## src/rtl/ilv_demux_pkg.sv

```systemverilog
`timescale 1ns/1ps
package ilv_demux_pkg;
  localparam logic [2:0] MODE_DUAL   = 3'b100;
  localparam logic [2:0] MODE_SINGLE = 3'b111;
  localparam int         HDR_W       = 8;

  typedef struct packed {
    logic field;
    logic vblank;
    logic hflag;
  } trs_flags_t;
endpackage

```

## src/rtl/ilv_capture.sv

```systemverilog
`timescale 1ns/1ps
module ilv_capture
  import ilv_demux_pkg::*;
#(
  parameter int DW = 10
) (
  input  logic          clk_i,
  input  logic          rst_ni,
  input  logic [2:0]    mode_i,
  input  logic          y_on_rise_i,
  input  logic          narrow_i,
  input  logic [DW-1:0] data_i,
  output logic [DW-1:0] beat_w0_o,
  output logic [DW-1:0] beat_w1_o,
  output logic          beat_vld_o,
  output logic          beat_dual_o
);
  localparam int LOW_W = DW - HDR_W;
  localparam logic [DW-1:0] KEEP_NARROW = {{HDR_W{1'b1}}, {LOW_W{1'b0}}};

  logic [DW-1:0] word_in;
  logic [DW-1:0] rise_q, fall_q, fall_d;
  logic          vld_q, dual_q, ysel_q;

  assign word_in = narrow_i ? (data_i & KEEP_NARROW) : data_i;

  always_ff @(posedge clk_i or negedge rst_ni) begin
    if (!rst_ni) begin
      rise_q <= '0;
      fall_d <= '0;
      vld_q  <= 1'b0;
      dual_q <= 1'b0;
      ysel_q <= 1'b0;
    end else begin
      rise_q <= word_in;
      fall_d <= fall_q;  // falling word that preceded this rising edge
      vld_q  <= (mode_i == MODE_DUAL) || (mode_i == MODE_SINGLE);
      dual_q <= (mode_i == MODE_DUAL);
      ysel_q <= y_on_rise_i;
    end
  end

  always_ff @(negedge clk_i or negedge rst_ni) begin
    if (!rst_ni) fall_q <= '0;
    else         fall_q <= word_in;
  end

  // Beat order: chroma word first, luma word second
  always_comb begin
    if (!dual_q) begin
      beat_w0_o = rise_q;
      beat_w1_o = rise_q;
    end else if (ysel_q) begin
      beat_w0_o = fall_d;
      beat_w1_o = rise_q;
    end else begin
      beat_w0_o = rise_q;
      beat_w1_o = fall_q;
    end
  end

  assign beat_vld_o  = vld_q;
  assign beat_dual_o = dual_q;
endmodule

```

## src/rtl/ilv_pair.sv

```systemverilog
`timescale 1ns/1ps
module ilv_pair
  import ilv_demux_pkg::*;
#(
  parameter int DW = 10
) (
  input  logic          clk_i,
  input  logic          rst_ni,
  input  logic          narrow_i,
  input  logic [DW-1:0] beat_w0_i,
  input  logic [DW-1:0] beat_w1_i,
  input  logic          beat_vld_i,
  input  logic          beat_dual_i,
  output logic [DW-1:0] pair_w0_o,
  output logic [DW-1:0] pair_w1_o,
  output logic          pair_vld_o
);
  logic          phase_q;
  logic [DW-1:0] held_q, w0_q, w1_q;
  logic          pvld_q;
  logic          word_hdr;

  assign word_hdr = narrow_i ? (beat_w0_i[DW-1 -: HDR_W] == '1) : (beat_w0_i == '1);

  always_ff @(posedge clk_i or negedge rst_ni) begin
    if (!rst_ni) begin
      phase_q <= 1'b0;
      held_q  <= '0;
      w0_q    <= '0;
      w1_q    <= '0;
      pvld_q  <= 1'b0;
    end else begin
      pvld_q <= 1'b0;
      if (beat_vld_i) begin
        if (beat_dual_i) begin
          w0_q   <= beat_w0_i;
          w1_q   <= beat_w1_i;
          pvld_q <= 1'b1;
        end else if (word_hdr || !phase_q) begin
          // header always opens a pair: realigns single-edge pairing
          held_q  <= beat_w0_i;
          phase_q <= 1'b1;
        end else begin
          w0_q    <= held_q;
          w1_q    <= beat_w0_i;
          pvld_q  <= 1'b1;
          phase_q <= 1'b0;
        end
      end
    end
  end

  assign pair_w0_o  = w0_q;
  assign pair_w1_o  = w1_q;
  assign pair_vld_o = pvld_q;
endmodule

```

## src/rtl/ilv_sort.sv

```systemverilog
`timescale 1ns/1ps
module ilv_sort
  import ilv_demux_pkg::*;
#(
  parameter int DW = 10
) (
  input  logic          clk_i,
  input  logic          rst_ni,
  input  logic          narrow_i,
  input  logic [DW-1:0] pair_w0_i,
  input  logic [DW-1:0] pair_w1_i,
  input  logic          pair_vld_i,
  output logic [DW-1:0] y_o,
  output logic [DW-1:0] c_o,
  output logic          c_is_cr_o,
  output logic          valid_o,
  output trs_flags_t    flags_o
);
  logic       w0_ones, w0_zero, w1_zero;
  logic       hdr_pair, xy_pair, data_pair;
  logic       pend_q, cr_next_q, sel_q, valid_q;
  logic [DW-1:0] y_q, c_q;
  trs_flags_t flags_q;

  assign w0_ones   = narrow_i ? (pair_w0_i[DW-1 -: HDR_W] == '1) : (pair_w0_i == '1);
  assign w0_zero   = (pair_w0_i == '0);
  assign w1_zero   = (pair_w1_i == '0);
  assign hdr_pair  = pair_vld_i && w0_ones && w1_zero;
  assign xy_pair   = pair_vld_i && pend_q && w0_zero;
  assign data_pair = pair_vld_i && !hdr_pair && !xy_pair;

  always_ff @(posedge clk_i or negedge rst_ni) begin
    if (!rst_ni) begin
      pend_q    <= 1'b0;
      cr_next_q <= 1'b0;
      sel_q     <= 1'b0;
      valid_q   <= 1'b0;
      y_q       <= '0;
      c_q       <= '0;
      flags_q   <= '0;
    end else begin
      valid_q <= data_pair;
      if (pair_vld_i) pend_q <= hdr_pair;
      if (xy_pair) begin
        flags_q.field  <= pair_w1_i[DW-2];
        flags_q.vblank <= pair_w1_i[DW-3];
        flags_q.hflag  <= pair_w1_i[DW-4];
        if (!pair_w1_i[DW-4]) cr_next_q <= 1'b0;  // start of active video
      end
      if (data_pair) begin
        c_q       <= pair_w0_i;
        y_q       <= pair_w1_i;
        sel_q     <= cr_next_q;
        cr_next_q <= ~cr_next_q;
      end
    end
  end

  assign y_o       = y_q;
  assign c_o       = c_q;
  assign c_is_cr_o = sel_q;
  assign valid_o   = valid_q;
  assign flags_o   = flags_q;
endmodule

```

## src/rtl/ycbcr_ilv_demux.sv

```systemverilog
`timescale 1ns/1ps
module ycbcr_ilv_demux
  import ilv_demux_pkg::*;
#(
  parameter int DW = 10
) (
  input  logic          clk_i,
  input  logic          rst_ni,
  input  logic [2:0]    mode_i,
  input  logic          y_on_rise_i,
  input  logic          narrow_i,
  input  logic [DW-1:0] data_i,
  output logic [DW-1:0] y_o,
  output logic [DW-1:0] c_o,
  output logic          c_is_cr_o,
  output logic          valid_o,
  output logic          field_o,
  output logic          vblank_o,
  output logic          hflag_o
);
  logic [DW-1:0] beat_w0, beat_w1, pair_w0, pair_w1;
  logic          beat_vld, beat_dual, pair_vld;
  trs_flags_t    flags;

  ilv_capture #(.DW(DW)) u_capture (
    .clk_i       (clk_i),
    .rst_ni      (rst_ni),
    .mode_i      (mode_i),
    .y_on_rise_i (y_on_rise_i),
    .narrow_i    (narrow_i),
    .data_i      (data_i),
    .beat_w0_o   (beat_w0),
    .beat_w1_o   (beat_w1),
    .beat_vld_o  (beat_vld),
    .beat_dual_o (beat_dual)
  );

  ilv_pair #(.DW(DW)) u_pair (
    .clk_i       (clk_i),
    .rst_ni      (rst_ni),
    .narrow_i    (narrow_i),
    .beat_w0_i   (beat_w0),
    .beat_w1_i   (beat_w1),
    .beat_vld_i  (beat_vld),
    .beat_dual_i (beat_dual),
    .pair_w0_o   (pair_w0),
    .pair_w1_o   (pair_w1),
    .pair_vld_o  (pair_vld)
  );

  ilv_sort #(.DW(DW)) u_sort (
    .clk_i      (clk_i),
    .rst_ni     (rst_ni),
    .narrow_i   (narrow_i),
    .pair_w0_i  (pair_w0),
    .pair_w1_i  (pair_w1),
    .pair_vld_i (pair_vld),
    .y_o        (y_o),
    .c_o        (c_o),
    .c_is_cr_o  (c_is_cr_o),
    .valid_o    (valid_o),
    .flags_o    (flags)
  );

  assign field_o  = flags.field;
  assign vblank_o = flags.vblank;
  assign hflag_o  = flags.hflag;
endmodule

```

## config.mk

```make
export PLATFORM = sky130hd
export DESIGN_NAME = ycbcr_ilv_demux
export DESIGN_NICKNAME = d
export VERILOG_FILES = /design/src/rtl/ilv_demux_pkg.sv /design/src/rtl/ilv_capture.sv /design/src/rtl/ilv_pair.sv /design/src/rtl/ilv_sort.sv /design/src/rtl/ycbcr_ilv_demux.sv
export SDC_FILE = /design/constraint.sdc
export NUM_CORES = 1
export LEC_CHECK = 0
export BUFFER_PORTS_ARGS = -buffer_cell sky130_fd_sc_hd__buf_2
export CORE_ASPECT_RATIO = 1.25
export CORE_UTILIZATION = 35
export CTS_CLUSTER_DIAMETER = 50
export DETAILED_ROUTE_END_ITERATION = 10
export PLACE_DENSITY = 0.56
export SLEW_MARGIN = 15
export SYNTH_ARGS = -nofsm -noshare
export SYNTH_HDL_FRONTEND = slang
export SYNTH_SLANG_ARGS = --single-unit
```

## constraint.sdc

```tcl
create_clock -name clk_i -period 2.4 [get_ports clk_i]
set_clock_uncertainty 0.1 [all_clocks]
set_input_delay 0.12 -clock clk_i [delete_from_list [all_inputs] [get_ports clk_i]]
set_output_delay 0.12 -clock clk_i [all_outputs]
set_load 0.02 [all_outputs]
```

==> flow_metrics.py <==
metrics = {
    "status": {
        "status": "completed",
    },
    "power": {
        "powerDensity_nw_per_um2": 1120,
        "p_leak_nw": 2.11,
        "peakVddDrop_v": 0.000400,
    },
    "timing": {
        "rsz0062_at_grt": "false",
        "finalSetupViolCount": 0,
        "hold_viol_final": 0,
        "max_slew_margin": 0.686,
        "layout_setup_ws_ps": 113,
        "finalSetupTns_ps": 0,
        "slew_viol_final": 0,
        "tightest_slew_ps": 471,
    },
    "floorplanning": {
        "initial_core_util": 0.361,
        "row_count": 41,
        "fp.coreArea_um2": 10100,
        "die_h_um": 116,
        "die_x_um": 93.3,
        "io_pins": 42,
        "die-area_um2": 10800,
    },
    "layout": {
        "drive_above_1_share": 0.414,
        "final_cell_count_no_fill": 443,
        "syn_to_final_growth_pct": 24.3,
        "final_area_um2": 4530,
        "final_util": 0.448,
        "antennaDiodeCount": 0,
        "layout.nets": 326,
    },
    "route": {
        "drc": 0,
        "routed_via_density": 4.77,
        "drt-pass1-iter-count": 4,
        "drt_iter0_drc": 58,
        "ant_nets": 0,
        "vias": 2115,
        "drt-total-wl_um": 6620,
        "routedWlPerCell_um": 14.9,
    },
    "yosys": {
        "ys_seq_elements": 92,
        "syn_avg_cell_area_um2": 15.1,
        "netlist_instances": 241,
        "synth-seq-area-share": 0.632,
        "synth_warnings": 0,
        "synth.cell_area_um2": 3640,
        "synth_fp_nets": 258,
        "synth_cell_types": 37,
    },
    "worst_setup_path": {
        "critical_path.max_stage_delay_ps": 340,
        "ff2ff_setup_slack_ps": 110,
        "r2r-end": "u_pair.pair_w1_o[3]",
        "critical_path_required_ps": 2530,
        "crit_path_end_kind": "register",
        "startpoint_type": "register",
        "reg2reg_from": "u_capture.fall_q[3]",
        "slowest_stage": "dfrtn_1",
        "crit_chain": "mux2_2 > mux2_4",
        "worstPathArrival_ps": 2410,
        "worst-path-max-fanout": 2,
        "reg2regPathDepth": 2,
        "path_class": "reg -> reg",
    },
    "global_routing": {
        "overflow": 0,
        "met1_usage": 0.172,
        "grt_antenna_before_repair": 0,
        "met3_usage": 0.0176,
        "grt_max_degree": 39,
        "use_met2": 0.225,
        "grt_pass1_vias": 2086,
        "grt_pass1_wl_um": 10900,
        "grt.busiest_layer": "met2",
        "grt.total_usage": 0.137,
    },
    "placed_design": {
        "gp_congestion": 0.762,
        "dpl_cell_area_um2": 4030,
        "placedCellCount": 411,
        "place_ws_ps": 122,
        "io_buffers": 41,
        "place_hpwl_um": 4870,
    },
    "cts": {
        "clkTransAtPathRegs_ps": 60,
        "h-tree-depth": 3,
        "cts_tree": "built",
        "postCtsResizedCells": 0,
        "cts_sinks": 92,
        "cts-root-buf": "clkbuf_16",
        "clock_path_buffers": 2,
        "numCtsBuffers": 9,
        "post_cts_buffers": 0,
        "clock_latency_ps": 340,
    },
    "min_path": {
        "worstHoldPathCells": 3,
        "hold_path_end": "u_capture.beat_vld_o",
        "hp-start": "mode_i[1]",
        "hp-class": "in -> reg",
    },
    "run": {
        "cap_violations": 0,
    },
}
through the flow:
step,hold slack (ps),power (mW)
2_1_floorplan,-276,3.12
3_3_place_gp,5.59,3.51
3_5_place_dp,13.5,3.55
4_1_cts,12.9,5.14
5_1_grt,38.1,5.34
6_report,19.9,5.06
critical path, delay by kind of cell, from the launching register on:
kind   cells  cell delay [ps]
DFF        1              340
muxes      2              520
layout by cell type (no fill, tap or decap), types with 2 or more instances in the layout:
cell type      netlist  final
dfrtp_1             82     82
mux2_2              42     42
buf_2                1     40
mux2_4              19     19
dlygate4sd3_1        0     16
nor2_1              12     12
a21oi_1             11     11
mux2i_1             11     11
dfrtn_1             10     10
clkbuf_16            0      9
buf_4                2      9
nand4_1              5      5
nand2_1              5      5
nor2b_1              4      4
nor3_1               3      3
inv_1                3      3
clkbuf_8             0      3
nor4_1               2      2
nor3b_1              2      2
o21ai_2              2      2
mux2_1               2      2
bufinv_16            0      2
power by group:
part | internal (mW) | leakage (nW) | total [mW] | switching [mW]
logic | 0.642 | 0.831 | 1.19 | 0.549
registers | 2.00 | 1.11 | 2.33 | 0.331
clock network | 0.997 | 0.162 | 1.54 | 0.547
flip-flops by register name, indices dropped and copies added, names as in the netlist, 3 cells and up:
name and count:
u_capture.fall_d 10, u_capture.fall_q 10, u_capture.rise_q 10, u_pair.held_q 10
u_pair.pair_w0_o 10, u_pair.pair_w1_o 10, u_sort.c_o 10, u_sort.y_o 10
u_sort.flags_o 3
area by class of cell:
cell class | instances | area, um^2
Clock buffer | 13 | 270
Clock inverter | 3 | 67.6
Fill cell | 913 | 5580
Multi-Input combinational cell | 137 | 1270
Timing Repair Buffer | 66 | 448
Inverter | 3 | 11.3
Sequential cell | 92 | 2300
Tap cell | 129 | 161
layer usage:
metal  vias up  wire (um)
met2        39       3290
met4         0        200
met5         -          0
met1      1057       2950
li1       1004          -
met3        15        181
repair_timing:
item	in CTS	in global routing
hold buffers	16	0
endpoints found under the setup margin	0	0
hold endpoints to repair	38	0
worst max-delay path by stage:
stage	from	endpoint	slack [ps]	depth (start not counted)
after CTS	u_capture.fall_q[0]	u_pair.pair_w1_o[0]	110	2
after floorplan	u_capture.fall_q[0]	u_pair.pair_w1_o[0]	160	2
after global placement	u_capture.fall_q[4]	u_pair.pair_w1_o[4]	150	2
after global routing	u_capture.fall_q[0]	u_pair.pair_w1_o[0]	90	2
after detailed placement	u_capture.fall_q[0]	u_pair.pair_w1_o[0]	120	2
final	u_capture.fall_q[3]	u_pair.pair_w1_o[3]	110	2
Yosys cell counts (all sizes together):
cell    number  share of area
nand4        5         0.0086
o21a         1         0.0021
a311o        1         0.0027
clkbuf       3         0.0031
nand2b       1         0.0017
mux2i       11          0.030
buf          6          0.015
nor4b        1         0.0024
xnor2        1         0.0024
nand3        1         0.0014
and3         1         0.0017
o21ai        3         0.0062
dfrtn       10          0.069
nor3         3         0.0041
nor2        12          0.012
mux2        63           0.21
and4         1         0.0024
nor2b        4         0.0069
dfrtp       82           0.56
a21oi       12          0.020
and2         1         0.0017
a41oi        1         0.0024
nand2        5         0.0051
inv          3         0.0031
a21boi       1         0.0021
nor4bb       1         0.0027
and4b        1         0.0027
nand4b       1         0.0024
nor3b        2         0.0041
nor4         2         0.0034
a31oi        1         0.0017
cells by family after synthesis:
kind of cell	Yosys count	share of synthesized area
simple gates	42	0.0639
buf+inv	12	0.0209
mux	74	0.244
compound gates	20	0.0367
xor+xnor	1	0.00240
flops	92	0.632
Note: power is estimated with default switching activity, not from simulation.
